--- src/rtl/sar_seq_pkg.sv ---
package sar_seq_pkg;
  localparam int RES_W  = 10;
  localparam int STEP_W = $clog2(RES_W + 1);
  localparam int SEL_W  = 3;
  localparam int ACQ_W  = 5;

  typedef enum logic [1:0] {ST_IDLE, ST_ACQ, ST_CONV, ST_LOCK} seqState_t;

  // control strobes handed to the datapath
  typedef struct packed {
    logic              dacClear;
    logic              dacStep;
    logic [STEP_W-1:0] stepIdx;
    logic              loadRes;
  } dpCtl_t;

  function automatic logic [ACQ_W-1:0] acqTads(input logic [SEL_W-1:0] sel);
    logic [ACQ_W-1:0] n;
    case (sel)
      3'd0: n = 5'd0;
      3'd1: n = 5'd2;
      3'd2: n = 5'd4;
      3'd3: n = 5'd6;
      3'd4: n = 5'd8;
      3'd5: n = 5'd12;
      3'd6: n = 5'd16;
      default: n = 5'd20;
    endcase
    return n;
  endfunction
endpackage

--- src/rtl/sar_seq_ctrl.sv ---
module sar_seq_ctrl
  import sar_seq_pkg::*;
#(
  parameter int LOCK_CYC = 2
) (
  input  logic             clk,
  input  logic             rstN,
  input  logic             enable,
  input  logic             startSet,
  input  logic             startClr,
  input  logic [SEL_W-1:0] acqSel,
  input  logic             tadTick,
  output logic             busy,
  output logic             sampleClosed,
  output logic             dischargeOn,
  output dpCtl_t           ctl
);
  localparam int LOCK_W = $clog2(LOCK_CYC + 1);

  seqState_t         state;
  logic              enPrev;
  logic              goBit;
  logic [ACQ_W-1:0]  acqCnt;
  logic [STEP_W-1:0] tadIdx;
  logic [LOCK_W-1:0] lockCnt;

  logic [ACQ_W-1:0]  acqTarget;
  logic              convLast;
  logic              abortReq;
  logic              startOk;
  logic              acqDone;

  always_comb begin
    acqTarget = acqTads(acqSel);
    convLast  = (state == ST_CONV) && tadTick && (tadIdx == STEP_W'(RES_W));
    abortReq  = startClr && goBit && ((state == ST_ACQ) || (state == ST_CONV)) && !convLast;
    startOk   = startSet && enable && enPrev && !goBit;
    acqDone   = tadTick && ((acqCnt + 1'b1) >= acqTarget);
  end

  always_comb begin
    ctl.dacClear = (state != ST_CONV);
    ctl.dacStep  = (state == ST_CONV) && tadTick && !abortReq;
    ctl.stepIdx  = tadIdx;
    ctl.loadRes  = convLast;
  end

  assign busy         = goBit;
  assign sampleClosed = (state != ST_CONV);
  assign dischargeOn  = (state == ST_LOCK);

  always_ff @(posedge clk or negedge rstN) begin
    if (!rstN) begin
      enPrev <= 1'b0;
      goBit  <= 1'b0;
    end else begin
      enPrev <= enable;
      if (convLast)      goBit <= 1'b0;
      else if (startClr) goBit <= 1'b0;
      else if (startOk)  goBit <= 1'b1;
    end
  end

  always_ff @(posedge clk or negedge rstN) begin
    if (!rstN) begin
      state   <= ST_IDLE;
      acqCnt  <= '0;
      tadIdx  <= '0;
      lockCnt <= '0;
    end else begin
      case (state)
        ST_IDLE: begin
          if (goBit) begin
            acqCnt <= '0;
            tadIdx <= '0;
            state  <= (acqTarget == '0) ? ST_CONV : ST_ACQ;
          end
        end
        ST_ACQ: begin
          if (abortReq) begin
            state   <= ST_LOCK;
            lockCnt <= '0;
          end else if (acqDone) begin
            state  <= ST_CONV;
            tadIdx <= '0;
          end else if (tadTick) begin
            acqCnt <= acqCnt + 1'b1;
          end
        end
        ST_CONV: begin
          if (abortReq || convLast) begin
            state   <= ST_LOCK;
            lockCnt <= '0;
          end else if (tadTick) begin
            tadIdx <= tadIdx + 1'b1;
          end
        end
        default: begin
          if (lockCnt == LOCK_W'(LOCK_CYC - 1)) begin
            state   <= ST_IDLE;
            lockCnt <= '0;
          end else begin
            lockCnt <= lockCnt + 1'b1;
          end
        end
      endcase
    end
  end


  busy_drop_chk: assert property (@(posedge clk) disable iff (!rstN)
    ctl.loadRes |=> !busy);


  lock_exit_chk: assert property (@(posedge clk) disable iff (!rstN)
    (state == ST_LOCK) |=> (state == ST_LOCK) || (state == ST_IDLE));


  no_start_in_lock_chk: assert property (@(posedge clk) disable iff (!rstN)
    dischargeOn |=> !(state == ST_ACQ || state == ST_CONV));
endmodule

--- src/rtl/sar_seq_dp.sv ---
module sar_seq_dp
  import sar_seq_pkg::*;
(
  input  logic             clk,
  input  logic             rstN,
  input  dpCtl_t           ctl,
  input  logic             cmpHigh,
  input  logic             hostWrEn,
  input  logic [RES_W-1:0] hostWrData,
  input  logic             doneClr,
  output logic [RES_W-1:0] dacCode,
  output logic [RES_W-1:0] result,
  output logic             doneFlag
);
  logic [RES_W-1:0] dacNext;

  // resolve the bit tried in the ending period, then try the next one
  always_comb begin
    dacNext = dacCode;
    for (int b = 0; b < RES_W; b++) begin
      if ((ctl.stepIdx != '0) && (b == RES_W - int'(ctl.stepIdx)) && cmpHigh)
        dacNext[b] = 1'b0;
      if (b == RES_W - 1 - int'(ctl.stepIdx))
        dacNext[b] = 1'b1;
    end
  end

  always_ff @(posedge clk or negedge rstN) begin
    if (!rstN) begin
      dacCode  <= '0;
      result   <= '0;
      doneFlag <= 1'b0;
    end else begin
      if (ctl.dacClear)     dacCode <= '0;
      else if (ctl.dacStep) dacCode <= dacNext;

      if (ctl.loadRes)      result <= dacNext;
      else if (hostWrEn)    result <= hostWrData;

      if (ctl.loadRes)      doneFlag <= 1'b1;
      else if (doneClr)     doneFlag <= 1'b0;
    end
  end


  result_hold_chk: assert property (@(posedge clk) disable iff (!rstN)
    (!ctl.loadRes && !hostWrEn) |=> $stable(result));


  done_sticky_chk: assert property (@(posedge clk) disable iff (!rstN)
    (doneFlag && !doneClr) |=> doneFlag);


  trial_msb_chk: assert property (@(posedge clk) disable iff (!rstN)
    (ctl.dacStep && ctl.stepIdx == '0) |=> (dacCode == RES_W'(1) << (RES_W - 1)));
endmodule

--- src/rtl/sar_seq.sv ---
module sar_seq
  import sar_seq_pkg::*;
(
  input  logic             clk,
  input  logic             rstN,
  input  logic             enable,
  input  logic             startSet,
  input  logic             startClr,
  input  logic [SEL_W-1:0] acqSel,
  input  logic             tadTick,
  input  logic             cmpHigh,
  input  logic             hostWrEn,
  input  logic [RES_W-1:0] hostWrData,
  input  logic             doneClr,
  output logic             busy,
  output logic             sampleClosed,
  output logic             dischargeOn,
  output logic [RES_W-1:0] dacCode,
  output logic [RES_W-1:0] result,
  output logic             doneFlag
);
  dpCtl_t ctl;

  sar_seq_ctrl #(.LOCK_CYC(2)) uCtrl (
    .clk(clk), .rstN(rstN), .enable(enable), .startSet(startSet),
    .startClr(startClr), .acqSel(acqSel), .tadTick(tadTick),
    .busy(busy), .sampleClosed(sampleClosed), .dischargeOn(dischargeOn),
    .ctl(ctl)
  );

  sar_seq_dp uDp (
    .clk(clk), .rstN(rstN), .ctl(ctl), .cmpHigh(cmpHigh),
    .hostWrEn(hostWrEn), .hostWrData(hostWrData), .doneClr(doneClr),
    .dacCode(dacCode), .result(result), .doneFlag(doneFlag)
  );
endmodule

--- config.mk ---
export PLATFORM = sky130hd
export DESIGN_NAME = sar_seq
export DESIGN_NICKNAME = d
export VERILOG_FILES = /design/src/rtl/sar_seq_pkg.sv /design/src/rtl/sar_seq_ctrl.sv /design/src/rtl/sar_seq_dp.sv /design/src/rtl/sar_seq.sv
export SDC_FILE = /design/constraint.sdc
export NUM_CORES = 1
export LEC_CHECK = 0
export CELL_PAD_IN_SITES_DETAIL_PLACEMENT = 1
export CELL_PAD_IN_SITES_GLOBAL_PLACEMENT = 2
export CORE_ASPECT_RATIO = 1.75
export CORE_UTILIZATION = 25
export DETAILED_ROUTE_END_ITERATION = 10
export PLACE_DENSITY = 0.65
export SLEW_MARGIN = 10
export SYNTH_ARGS = -nofsm -noshare
export SYNTH_HDL_FRONTEND = slang
export SYNTH_SLANG_ARGS = --single-unit
--- constraint.sdc ---
create_clock -name clk -period 3.3 [get_ports clk]
set_clock_uncertainty 0.15 [all_clocks]
set_input_delay 0.495 -clock clk [delete_from_list [all_inputs] [get_ports clk]]
set_output_delay 0.495 -clock clk [all_outputs]
set_load 0.03 [all_outputs]
# Word level (Yosys, flattened, before mapping)
# Cells that the tools add are included.
[word_totals]
register_bits = 36
latch_bits = 0
ramBits = 0
rom_bits = 0
out_inout_bits = 24
n_memories = 0
[classes]
addsub = 5
n_mul = 0
div = 0
order_cmp = 1
eq_ne = 40
shift = 0
n_mux = 52
bitwise_logic = 1
n_reduce_logical = 52
[op_table]
columns = ["cell", "n"]
rows = [
  ["equality test 4 x 32 -> 1 bit, first input constant", 8],
  ["equality test 3 x 32 -> 1 bit, first input constant", 4],
  ["equality test 5 x 32 -> 1 bit, first input constant", 4],
  ["equality test 2 x 32 -> 1 bit, first input constant", 2],
  ["zero test 32 bit", 2],
  ["two-way mux 10 bit", 4],
  ["one-hot mux 5 bit (7 select lines)", 1],
  ["logical AND 1 bit", 30],
  ["two-way mux 1 bit", 25],
  ["two-way mux 4 bit", 5],
  ["two-way mux 5 bit", 4],
  ["two-way mux 2 bit", 9],
  ["inequality test 2 bit, second input constant", 7],
  ["one-hot mux 2 bit (3 select lines)", 2],
  ["one-hot mux 4 bit (3 select lines)", 1],
  ["one-hot mux 5 bit (2 select lines)", 1],
  ["subtractor 4 x 4 -> 5 bit, first input constant", 2],
  ["equality test 3 bit, second input constant", 3],
  ["nonzero test 2 bit", 4],
  ["nonzero test 4 bit", 2],
  ["equality test 3 x 2 -> 1 bit, second input constant", 2],
  ["inequality test 2 x 1 -> 1 bit, second input constant", 3],
  ["AND reduction 6 bit", 1],
  ["nonzero test 3 bit", 2],
  ["18 further kinds", 23],
]

# Depth between registers and ports, before layout
# Gate-level depths: netlist of run 1.
[depth]
word_depth = 9
mapped_depth = 9
mapped_depth_nobuf = 9

# Cells and area by module
# Synthesis of run 1 repeated with hierarchy kept, for this count alone.
[hier_totals]
cells_unflattened = 301
area_unflattened_um2 = 2632.5
[by_module_without_submodules]
columns = ["mod", "n_inst", "cells_each", "area_each_um2"]
rows = [
  ["sar_seq_dp", 1, 167, 1410.1],
  ["sar_seq_ctrl", 1, 134, 1222.4],
]

# Worst setup path before layout of run 1
# No wires, ideal clock.
[synth_path]
kind = "reg2reg"
start = "reg uCtrl.acqCnt[0]"
end = "reg uCtrl.acqCnt[3]"
setup_ns = 0.128
arrival_time_ns = 2.371
required_time_ns = 3.022
slack_ns = 0.651
stages_incl_launch_ff = 10
n_path_buf = 0
synth_period_minus_slack_ns = 2.649
path_cell_list = "dfrtp_1 ha_1 nand3_1 xnor2_1 ha_1 a211o_1 a21oi_2 o21ai_2 nor3_4 mux2_1"
[synth_between]
elab_chain_len = 5
[synth_rtl]
columns = ["element", "line_no", "text"]
rows = [
  ["start, declared", "sar_seq_ctrl.sv:23", "logic [ACQ_W-1:0] acqCnt;"],
  ["start signal, assigned", "sar_seq_ctrl.sv:87", "acqCnt <= acqCnt + 1'b1;"],
  ["adder 5 x 1 -> 5 bit (*)", "sar_seq_ctrl.sv:38, sar_seq_ctrl.sv:87", ""],
  ["greater-or-equal comparator 5 bit / two-way mux 5 bit (equally long branches)", "sar_seq_ctrl.sv:38, sar_seq_ctrl.sv:86", ""],
  ["logical AND 1 bit / two-way mux 5 bit (equally long branches)", "sar_seq_ctrl.sv:38, sar_seq_ctrl.sv:83", ""],
  ["inequality test 2 bit (no source line) / two-way mux 5 bit (equally long branches)", "-", ""],
  ["AND reduction 5 bit (no source line) / one-hot mux 5 bit (2 select lines) (equally long branches)", "-", ""],
]
# Every way passes the cells marked *; elsewhere a longest branch is shown, timed or not. The select of a mux whose other input is x is not followed.
# A chain may end at the register's enable or synchronous reset.

# Worst setup path in the final report of run 1
# Ends and elaborated chain as after synthesis.

==> impl_metrics.tcl, run 1 <==
set metrics [dict create \
    critical-path-max-stage-delay_ns 0.41 \
    antenna_found_initial 0 \
    utilization 0.336 \
    synthTopCellsByArea "dfrtp_1, ha_1, mux2i_1, a22oi_1, a31oi_1" \
    p_per_area_mw_per_mm2 664 \
    numCtsBuffers 5 \
    worstSetupStartpointType "flip-flop" \
    synthDominantCellAreaShare 0.371 \
    yosysMostFrequentCell "dfrtp_1" \
    syn-cell-area_mm2 0.00243 \
    worst-endpoint-arrival_ns 2.96 \
    clock-root-buffer "clkbuf_16" \
    initial_core_util 0.256 \
    synth_flop_cell "dfrtp_1" \
    crit_type "flip-flop to flip-flop" \
    post_cts_buffers 0 \
    fp.dieH_um 132 \
    max_freq_mhz 340 \
    synth-edff-count 0 \
    grt_max_degree 37 \
    multiInputGateArea_mm2 0.00142 \
    cpMostUsedCell "ha_1" \
    viasPerCell 5.09 \
    grt_pass1_wl_um 11700 \
    drive_gt1_frac 0.105 \
    dieArea_mm2 0.0101 \
    antenna_left 0 \
    dieWidth_um 76.5 \
    wl_um 7110 \
    synth_top_family_by_area "compound AO/OA/AOI/OAI gates" \
    fin_crit_ns 2.95 \
    cts.sinks 36 \
    synthTopCellsByCount "dfrtp_1, nand2_1, ha_1" \
    synthMuxAreaShare 0.0903 \
    regArea_um2 901 \
    hold_violations 0 \
    diodes 0 \
    ys_seq_area_frac 0.371 \
    synth-async-reset-ratio 1.00 \
    grt_usage 0.148 \
    slew_headroom 0.438 \
    path_max_fanout 5 \
    grt_pass1_vias 2286 \
    synth.avg_cell_area_um2 9.70 \
    tns_ns 0 \
    drcViolationCount 0 \
    holdWs_ns 0.172 \
    synth-simple-area-share 0.162 \
    first_iter_violations 50 \
    maxCapViolations 0 \
    cts_max_level 2 \
    fillers 1080 \
    cts.path.max_buffers 2 \
    crit_required_ns 3.31 \
    tritoncts "yes" \
    core_area_mm2 0.00947 \
    end_kind "flip-flop" \
    ys_seq_elements 36 \
    gr-total-overflow 0 \
    min_period_over_period 0.892 \
    gp_congestion 0.713 \
    clk_pin_slew_ns 0.06 \
    avgRoutedWirePerCell_um 17.0 \
    synth_cell_types 55 \
    p_leak_nw 1.32 \
    final_max_slew_viol_count 0 \
    power.total_mw 2.11 \
    setup_viol 0 \
    syn_nets 290 \
    postCtsHoldBufs 0 \
    tightestPinTransition_ns 0.843 \
    clk_latency_ns 0.28 \
    vdd_ir_drop_max_mv 0.257 \
    hold_path.class "input port to async pin" \
    postPlaceCellArea_mm2 0.00300 \
    core.rowCount 47 \
    path_cells "ha_1 -> nand3_1 -> xnor2_1 -> ha_1 -> a211o_1 -> a21oi_2 -> o21ai_2 -> nor3_4 -> mux2_1" \
    synth_xor_area_frac 0.0144 \
    yosys.area.top_type "dfrtp_1" \
    design_area_mm2 0.00318 \
    via_count 2122 \
    synth_compound_area_frac 0.225 \
    cts_resized 0 \
    syn_to_final_growth_pct 31.0 \
    run_status "finished clean" \
    io_buffers 45 \
    ios 46 \
    yosys.area_share.adder 0.0928 \
    critPathSlowestCell "dfrtp_1" \
    synth-warning-count 0 \
    dr.pass1.iters 4 \
    hpwlAfterDp_um 5660 \
    syn_inst 250 \
    nNetsFinal 334 \
    rsz0062_at_grt "no" \
]
## sequential cells by signal (all words and copies together), names as in the netlist
register       count
uCtrl.lockCnt      2
uDp.doneFlag       1
uDp.dacCode       10
uCtrl.busy         1
uCtrl.acqCnt       5
uCtrl.enPrev       1
uDp.result        10
uCtrl.tadIdx       4
uCtrl.state        2
## area by class of cell
type                    instances  area share
multi-input cells             188       0.446
clock buffers                   7      0.0480
flip-flops and latches         36       0.283
well taps                     122      0.0480
repair buffers                 48       0.147
clock inverters                 1     0.00945
inverters                      15      0.0177
## metrics by stage
| stage | std cells | setup slack, ns |
|---|---|---|
| finish | 417 | 0.355 |
| floorplan | 250 | 0.651 |
| global placement | 409 | 0.227 |
| CTS | 417 | 0.317 |
| global route | 417 | 0.137 |
| detailed placement | 409 | 0.178 |
## path summary, 6_finish.rpt
kind / start / endpoint / slack, ns / cells after the start
min in group clk: uCtrl.lockCnt[1] / uCtrl.lockCnt[1] / 0.33 / 1
max in group asynchronous: rstN / uDp.dacCode[5] / 2.30 / 1
setup reg to reg: uCtrl.acqCnt[0] / uCtrl.acqCnt[3] / 0.35 / 9
setup / recovery: uCtrl.acqCnt[0] / uCtrl.acqCnt[3] / 0.35 / 9
hold reg to reg: uCtrl.lockCnt[1] / uCtrl.lockCnt[1] / 0.33 / 1
hold / removal: rstN / uDp.result[2] / 0.17 / 1
## cell usage in the layout (no fill, tap or decap), types with 6 or more instances in the layout
| cell type | instances |
|---|---|
| nor2_1 | 6 |
| o21ai_0 | 6 |
| dfrtp_1 | 36 |
| a22oi_1 | 10 |
| a31oi_1 | 12 |
| mux2i_1 | 14 |
| a21oi_1 | 13 |
| nand2_1 | 19 |
| clkdlybuf4s50_1 | 44 |
| ha_1 | 18 |
| nand3_1 | 15 |
| o31ai_1 | 7 |
| inv_1 | 14 |
## report_power, final
group	switching (mW)	internal, mW	total [mW]
clock network	0.185	0.398	0.582
registers	0.0684	0.512	0.581
logic	0.565	0.381	0.946
## worst max-delay path: cells and delay by family (launching register included)
| family | cells | cell delay [ns] |
|---|---|---|
| adders and majority gates | 2 | 0.57 |
| muxes | 1 | 0.35 |
| and+or+nand+nor | 2 | 0.42 |
| DFF | 1 | 0.41 |
| xor gates and xnor gates | 1 | 0.23 |
| AOI/OAI and AO/OA | 3 | 0.71 |
## cell families after synthesis
family / after synthesis
AOI/OAI and AO/OA: 74
adders and majority gates: 18
and+or+nand+nor: 71
xor gates and xnor gates: 4
DFF: 36
buffers and inverters: 26
muxes: 21
## metal layers
metal	up-vias	GRT usage	routed length (um)
li1	1006	-	-
met1	1061	0.145	2660
met2	45	0.307	4160
met3	10	0.0180	154
met4	0	0.0491	125
met5	-	0	0
(Power assumes the default switching activity.)
==> run 2: changes to the inputs <==
Settings changed: CORE_ASPECT_RATIO 1.75 to 0.5.
==> run 2 against run 1 <==
Compared with the run above: utilization increased by 1.2 points; critical path type unchanged; critical path depth stayed put; sequential share of layout area grew 0.24 points.
==> impl_metrics.tcl, run 2 (synthesis results as in run 1) <==
set metrics [dict create \
    vdd_ir_drop_max_mv 0.229 \
    dr.pass1.iters 4 \
    wl_um 7060 \
    gp_congestion 0.797 \
    setup_viol 0 \
    regArea_um2 901 \
    via_count 2078 \
    grt_usage 0.154 \
    clk_pin_slew_ns 0.05 \
    cts.sinks 36 \
    dieArea_mm2 0.0101 \
    max_freq_mhz 346 \
    antenna_left 0 \
    timing.rr.end "uCtrl.acqCnt[3]" \
    path_max_fanout 5 \
    avgRoutedWirePerCell_um 16.6 \
    gr-total-overflow 0 \
    worstSetupStartpoint "uCtrl.acqCnt[0]" \
    drive_gt1_frac 0.0983 \
    tns_ns 0 \
    grt_max_degree 37 \
    end_kind "flip-flop" \
    fillers 1050 \
    final_max_slew_viol_count 0 \
    maxCapViolations 0 \
    antenna_found_initial 0 \
    core.rowCount 24 \
    drcViolationCount 0 \
    hpwlAfterDp_um 5210 \
    fin_crit_ns 2.89 \
    cts_max_level 2 \
    hold_violations 0 \
    crit_type "flip-flop to flip-flop" \
    initial_core_util 0.268 \
    first_iter_violations 116 \
    nNetsFinal 334 \
    hold_path.class "input port to async pin" \
    tightestPinTransition_ns 0.861 \
    worst-endpoint-arrival_ns 2.90 \
    numCtsBuffers 5 \
    reg2reg_depth 9 \
    dp_cells 417 \
    min_period_over_period 0.875 \
    cts.path.max_buffers 2 \
    fp.dieH_um 71.7 \
    core_area_mm2 0.00907 \
    io_buffers 45 \
    p_leak_nw 1.30 \
    viasPerCell 4.89 \
    regToRegStartpoint "uCtrl.acqCnt[0]" \
    final_cell_mix "clkdlybuf4s50_1, dfrtp_1, nand2_1, ha_1, nand3_1" \
    rsz0062_at_grt "no" \
    p_per_area_mw_per_mm2 639 \
    post_cts_buffers 0 \
    slew_headroom 0.426 \
    clk_latency_ns 0.28 \
    ios 46 \
    grt_pass1_wl_um 12000 \
    cts_resized 0 \
    final_common_cell "clkdlybuf4s50_1" \
    top_regs "uDp.dacCode (10), uDp.result (10), uCtrl.acqCnt (5)" \
    diodes 0 \
    dieWidth_um 141 \
    run_status "finished clean" \
    clock-root-buffer "clkbuf_16" \
    multiInputGateArea_mm2 0.00142 \
    postCtsHoldBufs 0 \
    crit_required_ns 3.31 \
    rrSetupSlack_ns 0.41 \
    worstSetupStartpointType "flip-flop" \
    fin_cells 425 \
    grt_pass1_vias 2242 \
    tritoncts "yes" \
    syn_to_final_growth_pct 29.9 \
]
==> run 2: metrics by stage <==
step                setup WS, ns   util  power, mW  cell area [um2]  hold slack (ns)
floorplan                  0.651      -       1.24             2430           0.0494
global placement           0.267  0.331       1.51             3010            0.319
detailed placement         0.205  0.331       1.54             3010            0.334
CTS                        0.382  0.348       2.04             3150            0.211
global route               0.181  0.348       2.17             3150            0.234
finish                     0.411  0.348       2.01             3150            0.176
==> run 2: area by class of cell <==
cell class                      instances  area share
Clock buffer                            8      0.0464
Inverter                               15      0.0179
Multi-Input combinational cell        188       0.450
Sequential cell                        36       0.286
Tap cell                              130      0.0516
Timing Repair Buffer                   48       0.148
==> run 2: worst max-delay path, stage by stage, from the launching register on <==
cell and delay (ns):
dfrtp_1 0.41, ha_1 0.24, nand3_1 0.11, xnor2_1 0.22, ha_1 0.28, a211o_1 0.30
a21oi_2 0.28, o21ai_2 0.13, nor3_4 0.29, mux2_1 0.35
==> run 2: worst max path at each step <==
stage	end	slack [ns]	cells after the start
6_report	uCtrl.acqCnt[3]	0.41	9
5_1_grt	uCtrl.acqCnt[4]	0.18	9
4_1_cts	uCtrl.acqCnt[3]	0.38	9
3_5_place_dp	uCtrl.acqCnt[3]	0.21	8
3_3_place_gp	uCtrl.acqCnt[4]	0.27	8
2_1_floorplan	uCtrl.acqCnt[3]	0.65	9
==> run 2: routing by layer <==
metal,vias up,routed length (um),track usage
met5,-,0,0
met2,37,3110,0.242
met4,0,48,0.0374
met3,5,253,0.0328
met1,1030,3640,0.215
li1,1006,-,-
==> run 2: report_power, final <==
part | switching (mW) | leakage (nW) | internal, mW
registers | 0.0692 | 0.466 | 0.512
logic | 0.566 | 0.764 | 0.381
clock network | 0.184 | 0.0712 | 0.301
